--- config.mk ---
export PLATFORM = sky130hd
export DESIGN_NAME = rtc_calendar
export DESIGN_NICKNAME = d
export VERILOG_FILES = /design/src/rtl/rtc_calendar.sv
export SDC_FILE = /design/constraint.sdc
export NUM_CORES = 1
export LEC_CHECK = 0
export CORE_ASPECT_RATIO = 0.8
export CORE_MARGIN = 8
export CORE_UTILIZATION = 50
export DETAILED_ROUTE_END_ITERATION = 10
export DONT_BUFFER_PORTS = 1
export MAX_ROUTING_LAYER = met4
export PLACE_DENSITY = 0.63
export SLEW_MARGIN = 20
export SYNTH_ARGS = -nofsm -noshare
export SYNTH_HDL_FRONTEND = slang
export SYNTH_SLANG_ARGS = --single-unit
--- constraint.sdc ---
create_clock -name clk -period 4.2 [get_ports clk]
set_input_delay 0.21 -clock clk [delete_from_list [all_inputs] [get_ports clk]]
set_output_delay 0.21 -clock clk [all_outputs]
set_load 0.01 [all_outputs]
--- src/rtl/rtc_calendar.sv ---
module rtc_calendar #(
  parameter int UIP_TICKS = 8
) (
  input  logic       clk,
  input  logic       rst_n,
  input  logic       tick_32k,
  input  logic       sec_tick,
  input  logic [2:0] osc_ctrl,
  input  logic       hold,
  input  logic       bin_mode,
  input  logic       hr24,
  input  logic       alarm_ie,
  input  logic       update_ie,
  input  logic       flag_clr,
  input  logic       wr_en,
  input  logic [2:0] wr_field,
  input  logic [7:0] wr_data,
  input  logic [7:0] alm_sec,
  input  logic [7:0] alm_min,
  input  logic [7:0] alm_hour,
  output logic [7:0] sec_o,
  output logic [7:0] min_o,
  output logic [7:0] hour_o,
  output logic [7:0] wday_o,
  output logic [7:0] mday_o,
  output logic [7:0] mon_o,
  output logic [7:0] year_o,
  output logic       uip,
  output logic [7:0] flags,
  output logic       irq
);
  localparam int CW = $clog2(UIP_TICKS + 1);

  function automatic logic [6:0] dec(input logic [7:0] r, input logic b);
    logic [7:0] t;
    t = {4'd0, r[7:4]} * 8'd10 + {4'd0, r[3:0]};
    return b ? r[6:0] : t[6:0];
  endfunction

  function automatic logic [7:0] enc(input logic [6:0] v, input logic b);
    logic [6:0] t, o;
    t = v / 7'd10;
    o = v % 7'd10;
    return b ? {1'b0, v} : {t[3:0], o[3:0]};
  endfunction

  function automatic logic [6:0] month_len(input logic [6:0] m, input logic [6:0] y);
    case (m)
      7'd2:                    return (y[1:0] == 2'b00) ? 7'd29 : 7'd28;
      7'd4, 7'd6, 7'd9, 7'd11: return 7'd30;
      default:                 return 7'd31;
    endcase
  endfunction

  function automatic logic amatch(input logic [7:0] a, input logic [6:0] v, input logic b);
    return (a[7:6] == 2'b11) || (dec(a, b) == v);
  endfunction

  logic [6:0] sec_c, min_c, hr_c, wday_c, mday_c, mon_c, year_c;
  logic [6:0] n_sec, n_min, n_hr, n_wday, n_mday, n_mon, n_year;
  logic [6:0][7:0] vis;
  logic [CW-1:0] cnt;
  logic hold_q, wr_ld_q, pend_q, uip_q;
  logic [7:0] flags_q;

  wire osc_ok = (osc_ctrl == 3'b010);
  wire ld     = (hold_q && !hold) || wr_ld_q;
  wire step   = sec_tick && osc_ok && !ld;
  wire fin    = pend_q && tick_32k && (cnt <= CW'(1)) && !step;
  wire hit    = amatch(alm_sec, sec_c, bin_mode) && amatch(alm_min, min_c, bin_mode)
              && amatch(alm_hour, hr_c, bin_mode);
  wire [7:0] fset = (fin && alarm_ie && hit ? 8'hA0 : 8'h00) | (fin && update_ie ? 8'h90 : 8'h00);

  wire [6:0] hr_ld  = dec({1'b0, vis[2][6:0]}, bin_mode) + ((!hr24 && vis[2][7]) ? 7'd12 : 7'd0);
  wire       pm     = (hr_c >= 7'd12);
  wire [7:0] hr_vis = hr24 ? enc(hr_c, bin_mode)
                           : ({pm, 7'd0} | enc(pm ? hr_c - 7'd12 : hr_c, bin_mode));

  assign sec_o  = vis[0];
  assign min_o  = vis[1];
  assign hour_o = vis[2];
  assign wday_o = vis[3];
  assign mday_o = vis[4];
  assign mon_o  = vis[5];
  assign year_o = vis[6];
  assign uip    = uip_q;
  assign flags  = flags_q;
  assign irq    = flags_q[7];

  always_comb begin
    n_sec = sec_c; n_min = min_c; n_hr = hr_c; n_wday = wday_c;
    n_mday = mday_c; n_mon = mon_c; n_year = year_c;
    if (sec_c >= 7'd59) begin
      n_sec = 7'd0;
      if (min_c >= 7'd59) begin
        n_min = 7'd0;
        if (hr_c >= 7'd23) begin
          n_hr   = 7'd0;
          n_wday = (wday_c >= 7'd6) ? 7'd0 : wday_c + 7'd1;
          if (mday_c >= month_len(mon_c, year_c)) begin
            n_mday = 7'd1;
            if (mon_c >= 7'd12) begin
              n_mon  = 7'd1;
              n_year = (year_c >= 7'd99) ? 7'd0 : year_c + 7'd1;
            end else n_mon = mon_c + 7'd1;
          end else n_mday = mday_c + 7'd1;
        end else n_hr = hr_c + 7'd1;
      end else n_min = min_c + 7'd1;
    end else n_sec = sec_c + 7'd1;
  end

  always_ff @(posedge clk or negedge rst_n) begin
    if (!rst_n) begin
      sec_c <= '0; min_c <= '0; hr_c <= '0; wday_c <= '0;
      mday_c <= 7'd1; mon_c <= 7'd1; year_c <= '0;
      vis <= 56'h00_01_01_00_00_00_00;
      cnt <= '0;
      hold_q <= 1'b0; wr_ld_q <= 1'b0; pend_q <= 1'b0; uip_q <= 1'b0;
      flags_q <= '0;
    end else begin
      hold_q  <= hold;
      wr_ld_q <= wr_en && (wr_field != 3'd7) && !hold;
      if (ld) begin
        sec_c  <= dec(vis[0], bin_mode);
        min_c  <= dec(vis[1], bin_mode);
        hr_c   <= hr_ld;
        wday_c <= dec(vis[3], bin_mode);
        mday_c <= dec(vis[4], bin_mode);
        mon_c  <= dec(vis[5], bin_mode);
        year_c <= dec(vis[6], bin_mode);
      end else if (step) begin
        sec_c <= n_sec; min_c <= n_min; hr_c <= n_hr; wday_c <= n_wday;
        mday_c <= n_mday; mon_c <= n_mon; year_c <= n_year;
      end
      if (step) begin
        pend_q <= 1'b1;
        cnt    <= CW'(UIP_TICKS);
        uip_q  <= !hold;
      end else if (pend_q && tick_32k) begin
        if (fin) begin
          pend_q <= 1'b0;
          uip_q  <= 1'b0;
          if (!hold) begin
            vis[0] <= enc(sec_c, bin_mode);
            vis[1] <= enc(min_c, bin_mode);
            vis[2] <= hr_vis;
            vis[3] <= enc(wday_c, bin_mode);
            vis[4] <= enc(mday_c, bin_mode);
            vis[5] <= enc(mon_c, bin_mode);
            vis[6] <= enc(year_c, bin_mode);
          end
        end else cnt <= cnt - CW'(1);
      end
      if (hold) uip_q <= 1'b0;
      if (wr_en && wr_field != 3'd7) vis[wr_field] <= wr_data;
      flags_q <= (flag_clr ? 8'h00 : flags_q) | fset;
    end
  end

  a_r1_gated_tick: assert property (@(posedge clk) disable iff (!rst_n)
    (sec_tick && !osc_ok && !ld) |=> $stable(sec_c));
  a_r2_sec_range: assert property (@(posedge clk) disable iff (!rst_n)
    step |=> (sec_c < 7'd60));
  a_r7_hold_vis: assert property (@(posedge clk) disable iff (!rst_n)
    (hold && !wr_en) |=> $stable(vis));
  a_r7_hold_uip: assert property (@(posedge clk) disable iff (!rst_n)
    hold |=> !uip_q);
  a_r6_uip_pending: assert property (@(posedge clk) disable iff (!rst_n)
    uip_q |-> pend_q);
  a_r11_irq_sum: assert property (@(posedge clk) disable iff (!rst_n)
    flags_q[7] == (flags_q[5] || flags_q[4]));
endmodule

-- Word level (Yosys, flattened, before mapping)
Cells that the tools add are included.
- $add $sub $neg: 20
- multipliers: 10
- div/mod/pow operators: 16
- magnitude comparators: 11
- eq/ne operators: 14
- multiplexer cells: 84
- bitwise gates (word level): 3
- reduce and logical (&&, ||, !) cells: 43
- operator list (kind ; count):
    two-way mux 7 bit ; 53
    two-way mux 56 bit ; 5
    two-way mux 8 bit ; 13
    adder 7 x 4 -> 7 bit ; 11
    bitwise mux 56 bit ; 1
    divider 7 x 4 -> 7 bit (second input constant) ; 8
    remainder unit 7 x 4 -> 7 bit (second input constant) ; 8
    multiplier 4 x 3 -> 6 bit (second input constant) ; 9
    adder 7 x 1 -> 7 bit (second input constant) ; 7
    demux 8 bit (select 3 bit) ; 1
    OR 8 bit ; 3
    equality test 7 bit ; 3
    two-way mux 4 bit ; 4
    nonzero test 2 bit ; 8
    logical AND 1 bit ; 15
    equality test 7 x 3 -> 1 bit (second input constant) ; 2
    equality test 7 x 4 -> 1 bit (second input constant) ; 2
    >= comparator 7 x 4 -> 1 bit (second input constant) ; 2
    >= comparator 7 x 6 -> 1 bit (second input constant) ; 2
    AND reduction 2 bit ; 4
    equality test 7 x 2 -> 1 bit (second input constant) ; 1
    >= comparator 7 x 3 -> 1 bit (second input constant) ; 1
    >= comparator 7 x 5 -> 1 bit (second input constant) ; 1
    >= comparator 7 bit ; 1
    22 further kinds ; 36
- register bits: 121
- bits of input ports: 49
- output and inout port bits: 66
- word-level logic and storage cells: 221

-- Longest topological paths before layout
Gate-level depths: netlist of the first run.
- depth in word-level cells: 13
- depth in mapped cells: 19

-- Least setup slack after synthesis of the first run
No wires, ideal clock.
- path type: flip-flop to flip-flop
- start: register hr_c[2]
- end: register vis, in the netlist hour_o[1]
- data arrival time: 3494 ps
- required time: 4078 ps
- path slack: 584 ps
- stages on the path, launching flop included: 20
- path buffers: 2
- clock period less this slack: 3616 ps
- cells stage by stage: dfrtp_1 -> buf_6 -> clkbuf_1 -> inv_1 -> ha_1 -> nand2b_1 -> nand2_1 -> a211o_1 -> nand3_1 -> a211o_1 -> o21ai_0 -> ha_1 -> a211oi_1 -> o21ba_2 -> o21ai_0 -> o311a_1 -> a31oi_1 -> a211oi_2 -> mux2i_1 -> nand2_1
- longest elaborated chain between the ends: 12
- ends and longest elaborated chain (what ; line ; text):
    from (decl) ; 59 ; logic [6:0] sec_c, min_c, hr_c, wday_c, mday_c, mon_c, year_c;
    from (signal assigned) ; 126 ; hr_c <= hr_ld;
    from (signal assigned) ; 132 ; sec_c <= n_sec; min_c <= n_min; hr_c <= n_hr; wday_c <= n_wday;
    subtractor 7 x 4 -> 7 bit or >= comparator 7 x 4 -> 1 bit (tied branches) ; 77, 75 ;
    two-way mux 7 bit ; 77 ; : ({pm, 7'd0} | enc(pm ? hr_c - 7'd12 : hr_c, bin_mode));
    remainder unit 7 x 4 -> 7 bit ; 43 ; o = v % 7'd10;
    two-way mux 8 bit ; 44 ; return b ? {1'b0, v} : {t[3:0], o[3:0]};
    OR 8 bit ; 77 ;
    two-way mux 8 bit (*) ; 76 ; wire [7:0] hr_vis = hr24 ? enc(hr_c, bin_mode)
    two-way mux 56 bit (*) ; 143 ; if (!hold) begin
    two-way mux 56 bit (*) ; 140 ; if (fin) begin
    two-way mux 56 bit (*) ; 139 ; end else if (pend_q && tick_32k) begin
    two-way mux 56 bit (*) ; 135 ; if (step) begin
    bitwise mux 56 bit ; 155 ; if (wr_en && wr_field != 3'd7) vis[wr_field] <= wr_data;
    two-way mux 56 bit (*) ; 155 ;
    to (signal, indexed assignment) ; 155 ;
    to (decl) ; 61 ; logic [6:0][7:0] vis;
Every way passes the cells marked *; elsewhere a longest branch is shown, timed or not.
A chain may end at the register's enable or synchronous reset.

-- Worst setup path in the final report of the first run
Ends and elaborated chain as after synthesis.

==> results.md, run 1 <==
- Gr usage total: 0.250
- GRT Residual Overflow: 0
- Outcome: finished clean
- Worst-path cell chain: buf_4, inv_1, ha_1, nand3b_1, o21ai_1, o21ai_1, nand3_1, a211o_1, o21ai_0, ha_2, a211oi_1, o21ba_2, o21ai_0, o311a_1, a31oi_1, a211oi_2, mux2i_1, nand2_1
- Synth area leaders: dfrtp_1 (22%), ha_1 (10%), o21ai_0 (6.6%), nand2_1 (4.9%), a21oi_1 (4.7%)
- Synth top cells by count: o21ai_0 (165), nand2_1 (163), a21oi_1 (119)
- Layout fillers: 2384
- Post-route antenna net violation count: 0
- Cell area after synthesis: 12600 sq um
- Slew Limit Fails: 0
- Antenna violations before repair: 2
- Layout Cells excl Fill: 1904
- Top cell type's share of synthesized area: 0.223
- Unrepaired setup endpoints after global routing: false
- Worst EP required: 4.51 ns
- Row count: 52
- # DRC: 0
- Clock transition at the registers of the reported paths: 0.06 ns
- Share of cells above drive strength 1: 0.0659
- Lkg Pwr: 5.58 nW
- Worst vdd ir: 431 uV
- Die area: 30500 sq um
- Clk_skew: 0.0124 ns
- Most frequent cell after synthesis: o21ai_0
- Type of the most critical hold path: primary input to flop
- Htree depth: 4
- Initial Utilization: 0.503
- Vias per cell: 6.21
- Unique masters post-synth: 95
- DR WL/cell: 19.5 um
- Clk_lat worst skew: 0.43 ns
- Setup crit start kind: flop
- Buffers & Inverters on Critical Path: 2
- CP peak stage delay: 0.34 ns
- DRT iter0 DRCs: 1048
- Fin Setup TNS: 0 ns
- Synthesis-to-layout area growth: 7.13%
- TritonCTS Buffers: 17
- TritonRoute pass-1 iters: 5
- Async set-reset flop share out of synthesis: 1.00
- IO Pins: 115
- TritonCTS clock tree: built
- Num Clock Sinks: 116
- Top_reg_cell synth: dfrtp_1
- Number of synthesized flops with an enable pin: 0
- Delay-heaviest family, CP: compound AO/OA/AOI/OAI gates
- Syn Area/Cell: 7.76 sq um
- Placed Cells: 1856
- Fin crit share: 0.926
- CP max stage cell: dfrtp_1
- R2r setup slk: 0.31 ns
- Die height: 158 um
- Warnings from Yosys: 0
- Max_cap viols: 0
- Final Hold Vio Count: 0
- Slew Limit Headroom: 0.397
- IO Port Bufs: 0
- CTS max path bufs: 2
- Post-Synthesis Cells: 1620
- Via count: 11800
- Die W: 193 um
- Clock Tree Root: clkbuf_16
- Minimum clock period: 3.89 ns
- Dpl hpwl: 25.9 mm
- Nets: 1735
- Finish-stage setup viols: 0
- Pwr Density: 769 nW/um^2
- WP data arrival: 4.20 ns
- Least-Margin Pin Slew: 0.901 ns
- Standard cell core area: 25000 sq um
- Largest net degree at the start of global routing: 177
- Post-CTS setup buffers: 0
- Yosys top cell by area: dfrtp_1
- Global-route wire length before repair: 60.1 mm
- Number of global-route vias before repair: 10900
- CP Max Fanout: 21
- Max Freq: 257 MHz
- Register area share after synthesis: 0.231
- #FFs+latches synth: 116
- Gpl congestion: 0.896
- Setup CP Type: flop to flop
- Total Wirelength: 37.1 mm
- Worst Setup End Kind: flop
-- repair_timing --
item | in CTS | in global routing
resized for setup | 0 | 3
hold buffers | 15 | 0
hold endpoints to repair | 173 | 0
setup endpoints to repair | 0 | 3
-- state kept, by name, summed over array words and instances (netlist names), 8 cells and up --
signal / flops
min_o: 8
mon_o: 8
wday_o: 8
mday_o: 8
year_o: 8
hour_o: 8
sec_o: 8
-- kinds of logic after synthesis --
kind of cell	synth area share
mux	0.0402
other cells	0.000298
xor+xnor	0.0606
compound gates	0.264
simple gates	0.200
buf+inv	0.0692
fa+ha+maj	0.135
flops	0.231
-- metrics by stage --
| stage | area (sq um) | worst slack, ns | utilization | hold slack [ns] | total power [mW] |
|---|---|---|---|---|---|
| 2_1_floorplan | 12600 | 0.584 | - | -0.0856 | 7.36 |
| 5_1_grt | 13500 | 0.0151 | 0.539 | 0.0298 | 11.4 |
| 3_3_place_gp | 12700 | 0.339 | 0.507 | -0.0783 | 8.52 |
| 6_report | 13500 | 0.311 | 0.539 | 0.0425 | 10.4 |
| 3_5_place_dp | 12700 | 0.250 | 0.507 | -0.0786 | 8.63 |
| 4_1_cts | 13500 | 0.244 | 0.539 | 0.0256 | 10.3 |
-- layer usage --
metal  vias up  routed length, um  track usage
met4         0                547       0.0560
met5         -                  0            -
li1       5706                  -            -
met3        39               3080       0.0644
met1      5705              17500        0.345
met2       369              16000        0.362
-- layout by cell type, fill, tap and decap left out, types with 39 or more instances in the layout --
| master | n |
|---|---|
| xor2_1 | 44 |
| xnor2_1 | 43 |
| o21ai_0 | 165 |
| dfrtp_1 | 111 |
| a21oi_1 | 117 |
| inv_1 | 88 |
| nand2_1 | 163 |
| nor3_1 | 39 |
| nor2_1 | 117 |
| ha_1 | 99 |
-- final timing paths --
kind	start	to	cells after the start
min	wr_data[5]	wday_o[5]	2
max	hr_c[2]	hour_o[1]	18
min reg2reg	pend_q	pend_q	1
min in group asynchronous	rst_n	mon_c[4]	2
max reg2reg	hr_c[2]	hour_o[1]	18
max in group asynchronous	rst_n	sec_c[1]	2
-- final cells by class --
class,instances,area [sq um],share of cell area
multi-input combinational,1299,8830,0.656
sequential,116,2910,0.216
clock buffer,21,460,0.0342
tap,324,405,0.0301
timing repair buffer,40,355,0.0264
inverter,92,345,0.0256
clock inverter,10,155,0.0115
antenna,2,5.00,0.000372
-- power breakdown --
group / switching, mW / total, mW / internal [mW]
clock: 0.558 / 1.57 / 1.02
combinational: 3.43 / 6.14 / 2.72
sequential: 1.12 / 2.64 / 1.52
total: 5.11 / 10.4 / 5.25
No activity file was read; power rests on OpenSTA's default activity.
==> run 2: changes to the inputs <==
==> constraint.sdc (replaced) <==
create_clock -name clk -period 5 [get_ports clk]
set_input_delay 0.25 -clock clk [delete_from_list [all_inputs] [get_ports clk]]
set_output_delay 0.25 -clock clk [all_outputs]
set_load 0.01 [all_outputs]
==> results.md, run 2 (synthesized netlist as in run 1, its figures left out) <==
- Outcome: finished clean
- Clk_skew: 0.0118 ns
- Fin Setup TNS: 0 ns
- Hold_sp: flag_clr
- Crit path from: hr_c[2]
- Minimum clock period: 4.30 ns
- Pwr Density: 657 nW/um^2
- WP data arrival: 4.63 ns
- Worst EP required: 5.33 ns
- Setup CP Type: flop to flop
- Max Freq: 233 MHz
- Ant diodes: 0
- DR WL/cell: 19.6 um
- Slew Limit Headroom: 0.381
- Total Wirelength: 37.0 mm
- Max_cap viols: 0
- Post-CTS Hold Buffers: 13
- DRT iter0 DRCs: 1050
- Post-CTS setup buffers: 0
- Final critical-path setup slack: 0.701 ns
- Slew Limit Fails: 0
- Layout fillers: 2428
- Via count: 11700
- Fin crit share: 0.860
- Global-route wire length before repair: 59.9 mm
- Lkg Pwr: 5.56 nW
- TritonRoute pass-1 iters: 5
- Gr usage total: 0.249
- Share of cells above drive strength 1: 0.0594
- Final Util: 0.538
- Clock transition at the registers of the reported paths: 0.06 ns
- IO Port Bufs: 0
- Critical R2R Launch: hr_c[2]
- TritonCTS clock tree: built
- CP Max Fanout: 15
- Die W: 193 um
- Largest net degree at the start of global routing: 177
- Multi-input logic area: 8830 sq um
- Type of the most critical hold path: primary input to flop
- IO Pins: 115
- Clock Tree Root: clkbuf_16
- Least-Margin Pin Slew: 0.925 ns
- Final Hold Vio Count: 0
- Standard cell core area: 25000 sq um
- FF/Latch Area: 2910 sq um
- Antenna violations before repair: 0
- Nets: 1722
- Number of global-route vias before repair: 10700
- Die area: 30500 sq um
- Worst vdd ir: 554 uV
- GRT Residual Overflow: 0
- Post_cts resized: 0
- Htree depth: 4
- Initial Utilization: 0.503
- DP Worst Slack: 0.820 ns
- TritonCTS Buffers: 17
- Most common cell after layout, fill and taps aside: o21ai_0
- Worst Setup End Kind: flop
- Synthesis-to-layout area growth: 6.86%
- Hold Path Depth: 2
- Finish-stage setup viols: 0
- Commonest cells after routing, fill and taps aside: o21ai_0 (165), nand2_1 (163), a21oi_1 (118), nor2_1 (117), dfrtp_1 (112)
- Unrepaired setup endpoints after global routing: false
- Vias per cell: 6.19
- Gpl congestion: 0.932
- Dpl hpwl: 25.8 mm
- Die height: 158 um
- Num Clock Sinks: 116
- Clk_lat worst skew: 0.44 ns
- Post-route antenna net violation count: 0
- Setup crit start kind: flop
- # DRC: 0
- CTS max path bufs: 2
- Row count: 52
- FF-to-FF path depth: 15
-- run 2: power by group --
group / switching [mW] / leakage (nW) / internal, mW
sequential: 0.981 / 1.42 / 1.27
combinational: 2.86 / 3.81 / 2.23
clock: 0.489 / 0.332 / 0.995
-- run 2: worst max-delay path, cell delays in order, from the launching register on --
cell	delay, ns
dfrtp_1	0.56
ha_1	0.53
o21ai_0	0.15
a22o_1	0.26
a32oi_1	0.43
or2_1	0.20
o22ai_1	0.09
a21oi_1	0.31
xnor2_1	0.16
ha_1	0.24
inv_1	0.14
nor4_4	0.40
nor2_1	0.11
a211oi_2	0.31
mux2i_1	0.21
nand2_1	0.06
-- run 2: final timing paths --
check / end / slack (ns)
worst max-delay path: hour_o[1] / 0.70
worst min-delay path: flags[5] / 0.03
worst max register to register: hour_o[1] / 0.70
worst min register to register: pend_q / 0.51
max in group asynchronous: sec_c[3] / 3.99
min in group asynchronous: mon_c[6] / 0.44
-- run 2: layout make-up --
class,count,share of cell area
clock buffers,18,0.0327
repair buffers,27,0.0188
flip-flops and latches,116,0.216
multi-input cells,1299,0.657
clock inverters,14,0.0191
well taps,324,0.0302
inverters,92,0.0257
-- run 2: through the flow --
step                      instance area (sq um)  cells  hold WS (ns)  power [mW]
after global routing                      13400   1890        0.0331        9.63
after floorplan                           12600   1624       -0.0456        6.18
after CTS                                 13400   1890        0.0104        8.79
after detailed placement                  12600   1845       -0.0385        7.22
final                                     13400   1890        0.0295        8.83
after global placement                    12600   1845       -0.0382        7.13
-- run 2: per-layer routing --
layer | wire [um] | track usage | share of wire | vias up
met5 | 0 | - | 0 | -
met4 | 414 | 0.0468 | 0.011 | 0
met3 | 3020 | 0.0603 | 0.082 | 22
met2 | 15900 | 0.366 | 0.43 | 390
met1 | 17600 | 0.345 | 0.48 | 5611
li1 | - | - | - | 5682
==> run 3: changes to the inputs <==
--- a/config.mk
+++ b/config.mk
@@ -5,13 +5,15 @@
 export SDC_FILE = /design/constraint.sdc
 export NUM_CORES = 1
 export LEC_CHECK = 0
+export CELL_PAD_IN_SITES_DETAIL_PLACEMENT = 1
+export CELL_PAD_IN_SITES_GLOBAL_PLACEMENT = 1
 export CORE_ASPECT_RATIO = 0.8
 export CORE_MARGIN = 8
 export CORE_UTILIZATION = 50
 export DETAILED_ROUTE_END_ITERATION = 10
 export DONT_BUFFER_PORTS = 1
 export MAX_ROUTING_LAYER = met4
-export PLACE_DENSITY = 0.63
+export PLACE_DENSITY = 0.81
 export SLEW_MARGIN = 20
 export SYNTH_ARGS = -nofsm -noshare
 export SYNTH_HDL_FRONTEND = slang
==> results.md, run 3 (synthesized netlist as in run 1, its figures left out) <==
- Gr usage total: 0.285
- Max_cap viols: 0
- Hold Path Depth: 2
- Dpl hpwl: 29.3 mm
- Die height: 158 um
- Die W: 193 um
- Hold_sp: wr_data[0]
- GRT Residual Overflow: 0
- Type of the most critical hold path: primary input to flop
- TritonCTS clock tree: built
- Antenna violations before repair: 2
- Synthesis-to-layout area growth: 6.36%
- Slew Limit Fails: 0
- Row count: 52
- Final critical-path setup slack: 0.465 ns
- Htree depth: 4
- Number of global-route vias before repair: 12500
- Global-route wire length before repair: 68.8 mm
- DR WL/cell: 22.3 um
- # DRC: 0
- Detail Route met3 WL: 2.91 mm
- Clock transition at the registers of the reported paths: 0.06 ns
- Slew Limit Headroom: 0.355
- Uppermost layer routed: met4
- Placed Cells: 1845
- Final Hold Vio Count: 0
- Worst vdd ir: 548 uV
- Initial Utilization: 0.503
- Standard cell core area: 25000 sq um
- Fin Hold WS: 0.0195 ns
- Setup crit start kind: flop
- WP data arrival: 4.86 ns
- Largest net degree at the start of global routing: 177
- TritonRoute pass-1 iters: 5
- Met2 wire length: 19.1 mm
- Critical R2R Launch: hr_c[3]
- Worst Setup End Kind: flop
- CP Max Fanout: 16
- Post_cts resized: 0
- TritonCTS Buffers: 17
- IO Pins: 115
- R2r endpoint: hour_o[4]
- FF-to-FF path depth: 15
- DRT iter0 DRCs: 879
- Setup CP Type: flop to flop
- Minimum clock period: 4.53 ns
- Die area: 30500 sq um
- Pwr Density: 665 nW/um^2
- Worst EP required: 5.32 ns
- M1 wire length: 19.3 mm
- IO Port Bufs: 0
- Post-CTS Hold Buffers: 13
- Finish-stage setup viols: 0
- R2r setup slk: 0.47 ns
- Share of cells above drive strength 1: 0.0581
- Total Wirelength: 42.2 mm
- Clk_lat worst skew: 0.44 ns
- Worst Hold End: year_o[0]
- Nets: 1722
- Crit path from: hr_c[3]
- DP Worst Slack: 0.575 ns
- Unrepaired setup endpoints after global routing: false
- Gpl congestion: 0.920
- Vias per cell: 6.46
- Commonest cells after routing, fill and taps aside: o21ai_0 (165), nand2_1 (163), a21oi_1 (118), nor2_1 (117), dfrtp_1 (112)
- Post-CTS setup buffers: 0
- Fin crit share: 0.907
- Max Freq: 221 MHz
- Clock Tree Root: clkbuf_16
- Outcome: finished clean
- Layout Cells excl Fill: 1893
- Lkg Pwr: 5.53 nW
- Least-Margin Pin Slew: 0.965 ns
- CTS max path bufs: 2
- Post-route antenna net violation count: 0
- Clk_skew: 0.0141 ns
- Fin Setup TNS: 0 ns
- Via count: 12200
- Num Clock Sinks: 116
- Most common cell after layout, fill and taps aside: o21ai_0
run 3: power by group:
group          internal (mW)  leakage (nW)  total (mW)  switching (mW)
clock network          0.833         0.299        1.31           0.476
registers               1.27          1.42        2.31            1.04
logic                   2.23          3.81        5.28            3.05
total                   4.34          5.53        8.90            4.56
run 3: routing by layer:
| metal | GRT usage | vias up |
|---|---|---|
| met2 | 0.440 | 396 |
| met1 | 0.374 | 6097 |
| met4 | 0.0746 | 0 |
| li1 | - | 5672 |
| met3 | 0.0673 | 57 |
| met5 | - | - |
run 3: worst max-delay path by stage:
| stage | slack, ns | endpoint | depth (start not counted) |
|---|---|---|---|
| 2_1_floorplan | 1.38 | hour_o[1] | 19 |
| 3_3_place_gp | 0.84 | hour_o[1] | 15 |
| 3_5_place_dp | 0.57 | hour_o[4] | 15 |
| 4_1_cts | 0.51 | hour_o[4] | 15 |
| 5_1_grt | 0.08 | hour_o[4] | 15 |
| 6_report | 0.47 | hour_o[4] | 15 |
run 3: stage by stage:
stage / area, sq um / util / total power, mW
after floorplan: 12600 / - / 6.18
after global placement: 12600 / 0.505 / 7.11
after detailed placement: 12600 / 0.505 / 7.40
after CTS: 13400 / 0.535 / 8.84
after global routing: 13400 / 0.535 / 9.68
final: 13400 / 0.535 / 8.90
run 3: area by class of cell:
class                      count  area (sq um)
tap                          324           405
clock inverter                 9           125
clock buffer                  23           488
sequential                   116          2910
inverter                      92           345
antenna                        3          7.51
timing repair buffer          27           265
multi-input combinational   1299          8830
fill                        3075         11600
run 3: worst max-delay path, cell delays in order (launching register included):
cell and delay (ns):
dfrtp_1 0.65, ha_1 0.59, nand2b_1 0.19, o21ai_0 0.13, a32oi_1 0.51, or2_1 0.22
o22ai_1 0.10, a21oi_1 0.30, xnor2_1 0.16, ha_1 0.26, inv_1 0.16, nor4_4 0.41
nor2_1 0.12, a211oi_2 0.31, a211oi_1 0.13, a21o_1 0.17
